===== src/rtl/dma_align_pkg.sv =====
package dma_align_pkg;
  localparam int unsigned DATA_BITS = 32;
  localparam int unsigned ADR_IDENT = 0;
  localparam int unsigned ADR_LEN = 1;
  localparam int unsigned ADR_SRC_STRIDE = 2;
  localparam int unsigned ADR_DST_STRIDE = 3;

  typedef enum logic [2:0] {
    SEL_IDENT,
    SEL_LEN,
    SEL_SRC_STRIDE,
    SEL_DST_STRIDE,
    SEL_NONE
  } rdSel_e;

  typedef struct packed {
    logic       wrLen;
    logic [1:0] wrStride;
    logic       rdFire;
    rdSel_e     rdSel;
  } regStrobe_t;

  function automatic int unsigned bytesLog(input int unsigned busBits);
    return $clog2(busBits / 8);
  endfunction
endpackage


===== src/rtl/dma_align_ctrl.sv =====
module dma_align_ctrl
  import dma_align_pkg::*;
#(
  parameter int unsigned ADDR_BITS = 4
) (
  input  logic                 clk,
  input  logic                 rstN,
  input  logic                 wrEn,
  input  logic [ADDR_BITS-1:0] wrAddr,
  input  logic                 rdEn,
  input  logic [ADDR_BITS-1:0] rdAddr,
  output regStrobe_t           strobe,
  output logic                 rdValid
);
  logic rdValidQ;

  always_comb begin
    strobe          = '0;
    strobe.rdSel    = SEL_NONE;
    strobe.rdFire   = rdEn;
    if (wrEn) begin
      unique case (32'(wrAddr))
        ADR_LEN:        strobe.wrLen = 1'b1;
        ADR_SRC_STRIDE: strobe.wrStride[0] = 1'b1;
        ADR_DST_STRIDE: strobe.wrStride[1] = 1'b1;
        default:        ;
      endcase
    end
    unique case (32'(rdAddr))
      ADR_IDENT:      strobe.rdSel = SEL_IDENT;
      ADR_LEN:        strobe.rdSel = SEL_LEN;
      ADR_SRC_STRIDE: strobe.rdSel = SEL_SRC_STRIDE;
      ADR_DST_STRIDE: strobe.rdSel = SEL_DST_STRIDE;
      default:        strobe.rdSel = SEL_NONE;
    endcase
  end

  always_ff @(posedge clk) begin
    if (!rstN) rdValidQ <= 1'b0;
    else       rdValidQ <= rdEn;
  end

  assign rdValid = rdValidQ;

  AST_ONE_WRITE: assert property (@(posedge clk) disable iff (!rstN)
    $onehot0({strobe.wrLen, strobe.wrStride}));
  AST_RD_VALID: assert property (@(posedge clk) disable iff (!rstN)
    rdEn |=> rdValid);
  AST_RD_QUIET: assert property (@(posedge clk) disable iff (!rstN)
    !rdEn |=> !rdValid);
endmodule


===== src/rtl/dma_align_datapath.sv =====
module dma_align_datapath
  import dma_align_pkg::*;
#(
  parameter int unsigned SRC_BUS_BITS = 64,
  parameter int unsigned DST_BUS_BITS = 128,
  parameter int unsigned LEN_BITS     = 16,
  parameter int unsigned STRIDE_BITS  = 16,
  parameter logic [DATA_BITS-1:0] IDENT_WORD = '0
) (
  input  logic                   clk,
  input  logic                   rstN,
  input  regStrobe_t             strobe,
  input  logic [DATA_BITS-1:0]   wrData,
  output logic [DATA_BITS-1:0]   rdData,
  output logic [LEN_BITS-1:0]    srcXferLen,
  output logic [LEN_BITS-1:0]    dstXferLen,
  output logic [STRIDE_BITS-1:0] srcStride,
  output logic [STRIDE_BITS-1:0] dstStride
);
  localparam int unsigned SRC_LOG = bytesLog(SRC_BUS_BITS);
  localparam int unsigned DST_LOG = bytesLog(DST_BUS_BITS);
  localparam int unsigned LEN_LOG = (SRC_LOG > DST_LOG) ? SRC_LOG : DST_LOG;
  localparam logic [LEN_BITS-1:0] LEN_SET_MASK =
    LEN_BITS'((64'd1 << LEN_LOG) - 64'd1);
  localparam int unsigned SIDE_LOG [2] = '{SRC_LOG, DST_LOG};

  logic [LEN_BITS-1:0]    lenQ;
  logic [STRIDE_BITS-1:0] strideQ [2];
  logic [DATA_BITS-1:0]   rdDataQ;

  always_ff @(posedge clk) begin
    if (!rstN)             lenQ <= LEN_SET_MASK;
    else if (strobe.wrLen) lenQ <= wrData[LEN_BITS-1:0] | LEN_SET_MASK;
  end

  for (genvar side = 0; side < 2; side++) begin : g_stride
    localparam logic [STRIDE_BITS-1:0] CLR_MASK =
      STRIDE_BITS'((64'd1 << SIDE_LOG[side]) - 64'd1);
    always_ff @(posedge clk) begin
      if (!rstN)                      strideQ[side] <= '0;
      else if (strobe.wrStride[side]) strideQ[side] <= wrData[STRIDE_BITS-1:0] & ~CLR_MASK;
    end

    AST_STRIDE_HOLD: assert property (@(posedge clk) disable iff (!rstN)
      !strobe.wrStride[side] |=> $stable(strideQ[side]));
    AST_STRIDE_ALIGNED: assert property (@(posedge clk) disable iff (!rstN)
      (strideQ[side] & CLR_MASK) == '0);
  end

  always_ff @(posedge clk) begin
    if (!rstN) rdDataQ <= '0;
    else if (strobe.rdFire) begin
      unique case (strobe.rdSel)
        SEL_IDENT:      rdDataQ <= IDENT_WORD;
        SEL_LEN:        rdDataQ <= DATA_BITS'(lenQ);
        SEL_SRC_STRIDE: rdDataQ <= DATA_BITS'(strideQ[0]);
        SEL_DST_STRIDE: rdDataQ <= DATA_BITS'(strideQ[1]);
        default:        rdDataQ <= '0;
      endcase
    end
  end

  assign rdData     = rdDataQ;
  assign srcXferLen = lenQ;
  assign dstXferLen = lenQ;
  assign srcStride  = strideQ[0];
  assign dstStride  = strideQ[1];

  AST_LEN_HOLD: assert property (@(posedge clk) disable iff (!rstN)
    !strobe.wrLen |=> $stable(lenQ));
  AST_LEN_ALIGNED: assert property (@(posedge clk) disable iff (!rstN)
    (srcXferLen & LEN_SET_MASK) == LEN_SET_MASK);
endmodule


===== src/rtl/dma_align_regs.sv =====
module dma_align_regs
  import dma_align_pkg::*;
#(
  parameter int unsigned ADDR_BITS    = 4,
  parameter int unsigned SRC_BUS_BITS = 64,
  parameter int unsigned DST_BUS_BITS = 128,
  parameter int unsigned LEN_BITS     = 16,
  parameter int unsigned STRIDE_BITS  = 16,
  parameter logic [15:0] VER_MAJOR    = 16'd4,
  parameter logic [7:0]  VER_MINOR    = 8'd3,
  parameter logic [7:0]  VER_PATCH    = 8'd0
) (
  input  logic                   clk,
  input  logic                   rstN,
  input  logic                   wrEn,
  input  logic [ADDR_BITS-1:0]   wrAddr,
  input  logic [31:0]            wrData,
  input  logic                   rdEn,
  input  logic [ADDR_BITS-1:0]   rdAddr,
  output logic                   rdValid,
  output logic [31:0]            rdData,
  output logic [LEN_BITS-1:0]    srcXferLen,
  output logic [LEN_BITS-1:0]    dstXferLen,
  output logic [STRIDE_BITS-1:0] srcStride,
  output logic [STRIDE_BITS-1:0] dstStride
);
  localparam logic [31:0] IDENT_WORD = {VER_MAJOR, VER_MINOR, VER_PATCH};

  regStrobe_t strobe;

  dma_align_ctrl #(.ADDR_BITS(ADDR_BITS)) u_ctrl (
    .clk(clk), .rstN(rstN), .wrEn(wrEn), .wrAddr(wrAddr),
    .rdEn(rdEn), .rdAddr(rdAddr), .strobe(strobe), .rdValid(rdValid)
  );

  dma_align_datapath #(
    .SRC_BUS_BITS(SRC_BUS_BITS), .DST_BUS_BITS(DST_BUS_BITS),
    .LEN_BITS(LEN_BITS), .STRIDE_BITS(STRIDE_BITS), .IDENT_WORD(IDENT_WORD)
  ) u_dp (
    .clk(clk), .rstN(rstN), .strobe(strobe), .wrData(wrData), .rdData(rdData),
    .srcXferLen(srcXferLen), .dstXferLen(dstXferLen),
    .srcStride(srcStride), .dstStride(dstStride)
  );

  AST_SAME_LEN: assert property (@(posedge clk) disable iff (!rstN)
    srcXferLen == dstXferLen);
  AST_IDENT_CONST: assert property (@(posedge clk) disable iff (!rstN)
    rdValid && ($past(rdAddr) == ADDR_BITS'(ADR_IDENT)) |-> rdData == IDENT_WORD);
endmodule


===== config.mk =====
export PLATFORM = sky130hd
export DESIGN_NAME = dma_align_regs
export DESIGN_NICKNAME = d
export VERILOG_FILES = /design/src/rtl/dma_align_pkg.sv /design/src/rtl/dma_align_ctrl.sv /design/src/rtl/dma_align_datapath.sv /design/src/rtl/dma_align_regs.sv
export SDC_FILE = /design/constraint.sdc
export NUM_CORES = 1
export LEC_CHECK = 0
export CAP_MARGIN = 0
export CORE_UTILIZATION = 37
export DETAILED_ROUTE_END_ITERATION = 8
export PLACE_DENSITY_LB_ADDON = 0.15
export SLEW_MARGIN = 20
export SYNTH_ARGS = -nofsm -noshare
export SYNTH_HDL_FRONTEND = slang
export SYNTH_SLANG_ARGS = --single-unit

===== constraint.sdc =====
create_clock -name clk -period 3.2 [get_ports clk]
set_clock_uncertainty 0.05 [all_clocks]
set_input_delay 0.48 -clock clk [delete_from_list [all_inputs] [get_ports clk]]
set_output_delay 0.48 -clock clk [all_outputs]
set_load 0.01 [all_outputs]

==> results of run 1 <==
## per-stage QoR
stage | power (W) | instance area [sq um] | hold WS [ps] | cells | utilization (%)
after floorplan | 0.000880 | 2740 | 435 | 279 | -
after global placement | 0.000961 | 3420 | 388 | 414 | 50.0
after detailed placement | 0.000963 | 3420 | 396 | 414 | 50.0
after CTS | 0.00142 | 3530 | 418 | 422 | 51.7
after global routing | 0.00147 | 3530 | 431 | 422 | 51.7
final | 0.00142 | 3530 | 411 | 422 | 51.7
## cell usage after synthesis (2+ instances only)
| master | instances | area share [%] |
|---|---|---|
| a21boi_0 | 13 | 3.7 |
| a221oi_1 | 2 | 0.66 |
| a22oi_1 | 7 | 2.0 |
| a32oi_1 | 3 | 1.0 |
| and2_1 | 26 | 6.2 |
| and2b_1 | 3 | 0.85 |
| buf_2 | 5 | 0.95 |
| buf_4 | 47 | 13 |
| clkbuf_1 | 5 | 0.71 |
| conb_1 | 2 | 0.28 |
| dfxtp_1 | 28 | 21 |
| edfxtp_1 | 25 | 28 |
| inv_1 | 2 | 0.28 |
| mux2_2 | 10 | 4.3 |
| mux2i_1 | 3 | 1.1 |
| nand2_1 | 13 | 1.9 |
| nand2b_1 | 3 | 0.71 |
| nand3_1 | 14 | 2.7 |
| nor2_1 | 2 | 0.28 |
| nor2b_1 | 3 | 0.71 |
| o21a_1 | 2 | 0.57 |
| o21ai_0 | 23 | 4.4 |
| or3b_1 | 2 | 0.66 |
## power by group
| part | internal, W | total [W] | switching, W |
|---|---|---|---|
| sequential | 0.000734 | 0.000748 | 0.0000146 |
| combinational | 0.000101 | 0.000198 | 0.0000965 |
| clock | 0.000255 | 0.000471 | 0.000216 |
## metal layers
layer	track usage, %	share of wire [%]
met4	4.55	0.28
met3	3.14	4.8
met1	22.1	46
met2	27.9	49
met5	0	0
## path summary, 6_finish.rpt
kind / start / to / slack, ps
setup / recovery: rdAddr[0] / u_dp.rdData[14] / 1160
hold / removal: u_dp.rdData[4] / u_dp.rdData[4] / 410
setup reg to reg: u_dp.strideQ[0][4] / u_dp.rdData[7] / 1990
hold reg to reg: u_dp.rdData[4] / u_dp.rdData[4] / 410
## critical path, delay by kind of cell
family / cells / cell delay [ps]
compound gates: 2 / 300
buf+inv: 2 / 1070
mux: 1 / 330
## state kept, by name, indices dropped and copies added, names as in the netlist
name / count
u_dp.strideQ: 25
u_ctrl.rdValid: 1
u_dp.dstXferLen: 12
u_dp.rdData: 15
## cells in the final DEF (no fill, tap or decap), types with 3 or more instances in the layout
master,count
clkdlybuf4s50_1,91
conb_1,30
dfxtp_1,28
and2_1,26
edfxtp_1,25
o21ai_0,22
nand3_1,14
nand2_1,13
a21boi_0,13
mux2_2,10
a22oi_1,7
clkbuf_8,6
buf_4,6
nor2b_1,3
nand2b_1,3
and2b_1,3
a32oi_1,3
mux2i_1,3
## cell families (layout without fill, tap and decap cells)
family,Yosys count,in the layout,synth area share [%]
other,2,30,0.285
buffers and inverters,60,107,15.5
AO/OA/AOI/OAI,52,52,12.9
flip-flops,53,53,49.7
multiplexers,13,13,5.41
AND/OR/NAND/NOR,71,71,16.2
## cell type report
cell class	instances	area (sq um)
clock buffers	7	86.3
well taps	96	120
inverters	2	7.51
fillers	658	3300
repair buffers	97	956
flip-flops and latches	53	1310
clock inverters	1	30.0
multi-input cells	166	1020
==> metrics.md, run 1 <==
| Metric | Value |
|---|---|
| Status | finished clean |
| Final Hold Fails | 0 |
| PnR worst setup slack | 1160 ps |
| Post-synthesis register bit count | 53 |
| Worst Tran Pin Value | between 900 and 1000 ps |
| Pre-CTS setup slack | slightly above 800 ps |
| Logic depth of the worst register-to-register path | 3 |
| Final slew viol count | 0 |
| Async SR Flop Fraction | 0% |
| Fraction of layout cells with a size suffix above 1 | ~7.7% |
| # IOs | 141 |
| Top FF cell, synth | dfxtp_1 |
| DRC violations left | 0 |
| Syn Inst Count | between 200 and 300 |
| Final worst path period need | approximately 2000 ps |
| Worst Setup Start Kind | input port |
| Clk slew on worst S/H paths | approximately 90 ps |
| Type of the worst min-delay path | reg -> reg |
| Worst vdd ir | 0.000165 V |
| Drt total wl | ~6100 um |
| Slew HR | a little under two fifths |
| WP data arrival | between 2000 and 2500 ps |
| Hold Path Cell Cnt | 2 |
| Fmax | 489 MHz |
| Root Driver | clkbuf_8 |
| Critical path class | in -> reg |
| Slowest-stage cell, CP | clkdlybuf4s50_1 |
| Effective utilization at floorplan | about two fifths |
| Die ar. | 7470 sq um |
| NumNets Final | about 370 |
| Post-CTS Setup Repair Bufs | 0 |
| Vias per cell | 4.55 |
| Maxcap violations | 0 |
| Final worst-path cycle share | 63.9% |
| Die width | around 86 um |
| Port buffer count | 91 |
| Hold Buf Count CTS | 0 |
| Final setup viols | 0 |
| CTS Sinks | 53 |
| Post-synthesis sequential area ratio | 49.7% |
| Critical path cell sequence | clkdlybuf4s50_1 -> buf_4 -> mux2_2 -> a32oi_1 -> o21ai_0 |
| First-pass GRT wire length | between 9000 and 10000 um |
| Worst path required time | about 3300 ps |
| Area growth, synth to finish | 34.0% |
| 1st-pass router iterations | 4 |
| DR vias | around 1900 |
| ANT nets after route | 0 |
| Post-synth EDFFs | 25 |
| Core Region | roughly 6800 sq um |
| Num CTS Buffers | 5 |
| Lkg Pwr | about 1.3 nW |
| Global placer's final weighted congestion | 0.743 |
| Die Ht | 86.4 um |
| Maximum fanout along the worst path | 11 |
| Diodes inserted | 0 |
| Worst Setup End Kind | register |
| Wirelength per Cell | 14.5 um |
| RSZ-0062 raised after global routing | false |
| Setup_tns | 0 ps |
| H-tree depth | 2 |
| Max clock buf depth | 2 |
| Initial antenna violation count | 0 |
| Total track usage | 16.7% |
| Initial DRC count | 89 |
| Ys Warns | 0 |
| Vias in the first global route | about 1800 |
| Largest net degree at the start of global routing | 17 |
| Mapped cell area | about 2600 sq um |
| Worst path max stage delay | around 800 ps |
| Power density cells | approximately 400 nW/um^2 |
| Global route overflow | 0 |
| Cts repair resizes | 0 |
| Clock Latency Late Sink | just over 300 ps |
| # rows | 30 |
| Mean post-synth cell area | 10.5 sq um |
| Post-synth cell types | 31 |
| Placed wire-length estimate | 4490 um |
| CTS tree | built |
(Power assumes the default switching activity.)
==> inputs of run 2 (changes only) <==
Settings changed: CORE_UTILIZATION 37 to 36.
Clock period 3.2 ns to 1.64 ns, I/O delays scaled along.
==> metrics.md, run 2 (synthesis gave the netlist of run 1 again) <==
| Metric | Value |
|---|---|
| Status | finished clean (unchanged) |
| # IOs | 141 (unchanged) |
| Num CTS Buffers | 5 (unchanged) |
| Pint | 0.00212 W (was 0.00109 W) |
| RSZ-0062 raised after global routing | false (unchanged) |
| Diodes inserted | 0 (unchanged) |
| Worst path required time | 1340 ps (was 3340 ps) |
| Worst path max stage delay | 570 ps (was 810 ps) |
| Fmax | around 630 MHz |
| Comb power frac | 15.7% (was 14.0%) |
| Cell Count, Final, Fillers Out | 443 (was 422) |
| Initial antenna violation count | 0 (unchanged) |
| P_sw | 0.000644 W (was 0.000327 W) |
| Max clock buf depth | 2 (unchanged) |
| Type of the worst min-delay path | reg -> reg (unchanged) |
| Most common cell after layout, fill and taps aside | clkdlybuf4s50_1 (unchanged) |
| Most flop-heavy register | u_dp.strideQ (unchanged) |
| Hold WS | 409 ps (was 411 ps) |
| Die Ht | 87.6 um (was 86.4 um) |
| # rows | 30 (unchanged) |
| Clock network power share | 31.4% (was 33.3%) |
| Final worst path period need | between 1500 and 2000 ps |
| Fraction of layout cells with a size suffix above 1 | 13.8% (was 7.67%) |
| Worst vdd ir | 0.000447 V (was 0.000165 V) |
| Vias per cell | 4.62 (was 4.55) |
| Drt total wl | 6370 um (was 6110 um) |
| Core Region | 6940 sq um (was 6830 sq um) |
| Wirelength per Cell | 14.4 um (was 14.5 um) |
| Largest net degree at the start of global routing | 16 (was 17) |
| Root Driver | clkbuf_8 (unchanged) |
| Placed cell areas | 3630 sq um (was 3420 sq um) |
| CTS tree | built (unchanged) |
| Final setup viols | 0 (unchanged) |
| Clock Latency Late Sink | 310 ps (about the same) |
| Maximum fanout along the worst path | 4 (was 11) |
| Final Cell Area | 3740 sq um (was 3530 sq um) |
| Critical path buffers and inverters | 1 (was 2) |
| NumNets Final | 390 (was 369) |
| Initial DRC count | 66 (was 89) |
| Hold Buf Count CTS | 0 (unchanged) |
| Area growth, synth to finish | 41.7% (was 34.0%) |
| Switching part of the total power | 23.3% (was 23.1%) |
| CP top delay family | buffers and inverters (unchanged) |
| Die ar. | 7670 sq um (was 7470 sq um) |
| Effective utilization at floorplan | 38.0% (was 38.6%) |
| Final slew viol count | 0 (unchanged) |
| Final worst-path cycle share | 97.1% |
| Post-CTS Setup Repair Bufs | 0 (unchanged) |
| Clk slew on worst S/H paths | 90 ps (about the same) |
| Global placer's final weighted congestion | 0.747 (was 0.743) |
| Worst Setup Start Kind | register (was input port) |
| Power Total | 0.00276 W (was 0.00142 W) |
| First-pass GRT wire length | 9680 um (was 9280 um) |
| ANT nets after route | 0 (unchanged) |
| Inst Count DP | 435 (was 414) |
| 1st-pass router iterations | 4 (unchanged) |
| Critical R2R Launch | u_dp.strideQ[1][1] (was u_dp.strideQ[0][4]) |
| Worst Setup End Kind | output pin (was register) |
| Critical path cell sequence | clkdlybuf4s50_1 (was clkdlybuf4s50_1 -> buf_4 -> mux2_2 -> a32oi_1 -> o21ai_0) |
| Power density cells | 739 nW/um^2 (was 401 nW/um^2) |
| Lkg Pwr | 1.40 nW (was 1.28 nW) |
| Slowest-stage cell, CP | clkdlybuf4s50_1 (unchanged) |
| Global route overflow | 0 (unchanged) |
| Placed wire-length estimate | 4890 um (was 4490 um) |
| Seq pwr share | 52.9% (was 52.8%) |
| Critical path class | reg -> out (was in -> reg) |
| H-tree depth | 2 (unchanged) |
| Port buffer count | 91 (unchanged) |
| Cts repair resizes | 0 (unchanged) |
| Hold Crit Start | u_dp.rdData[7] (was u_dp.rdData[4]) |
| Maxcap violations | 0 (unchanged) |
| WP data arrival | 1300 ps (was 2180 ps) |
| CTS Sinks | 53 (unchanged) |
| Most frequent cells in the layout | clkdlybuf4s50_1 (91), conb_1 (30), and2_1 (26), dfxtp_1 (26), edfxtp_1 (25) (was clkdlybuf4s50_1 (91), conb_1 (30), dfxtp_1 (28)) |
| Max FFs per register | 25 (unchanged) |
| DR vias | 2047 (was 1918) |
| Total track usage | 16.9% (was 16.7%) |
| Final Hold Fails | 0 (unchanged) |
| DRC violations left | 0 (unchanged) |
| CP startpoint | u_dp.dstXferLen[4] (was rdAddr[0]) |
| Vias in the first global route | 1897 (was 1755) |
| Die width | 87.6 um (was 86.4 um) |
run 2: cell types whose count changed in the layout (fill, tap and decap cells not counted), sizes merged:
| cell | previous run | this run |
|---|---|---|
| buf | 6 | 27 |
| clkbuf | 7 | 6 |
| clkinv | 0 | 1 |
run 2: power groups by stage:
stage / Combinational [W] / Sequential [W] / Clock [W]
floorplan: 0.000209 / 0.00151 / 0
detailed placement: 0.000435 / 0.00149 / 0
global route: 0.000466 / 0.00147 / 0.000921
CTS: 0.000437 / 0.00146 / 0.000871
finish: 0.000434 / 0.00146 / 0.000866
global placement: 0.000432 / 0.00149 / 0
run 2: per-layer routing:
metal | wire length (um) | vias to the layer above | part of all wire [%] | GRT usage, %
li1 | - | 987 | - | -
met1 | 2730 | 960 | 43 | 21.2
met2 | 3250 | 94 | 51 | 30.2
met3 | 331 | 6 | 5.2 | 2.83
met4 | 63 | 0 | 0.99 | 4.62
met5 | 0 | - | 0 | 0
run 2: cell type report:
class	count	area [sq um]
sequential	53	1310
tap	96	120
multi-input combinational	166	1030
clock buffer	6	72.6
inverter	2	7.51
timing repair buffer	118	1160
clock inverter	2	33.8
fill	657	3210
run 2: tightest hold or removal path, stage by stage (launching register included):
cell	delay (ps)
dfxtp_1	330
nand2_1	40
o21ai_0	50
run 2: worst paths after layout:
kind,to,slack (ps),depth (start not counted)
worst max-delay path,dstXferLen[4],50,1
worst min-delay path,u_dp.rdData[7],410,2
worst min register to register,u_dp.rdData[7],410,2
worst max register to register,u_dp.rdData[4],450,3
run 2: stage by stage:
stage / setup TNS, ps / setup slack (ps) / utilization [%]
6_report: 0 / 48.1 / 53.8
5_1_grt: 0 / 5.97 / 53.8
3_3_place_gp: -7390 / -231 / 52.3
3_5_place_dp: -8640 / -236 / 52.3
4_1_cts: 0 / 35.7 / 53.8
2_1_floorplan: 0 / 15.2 / -
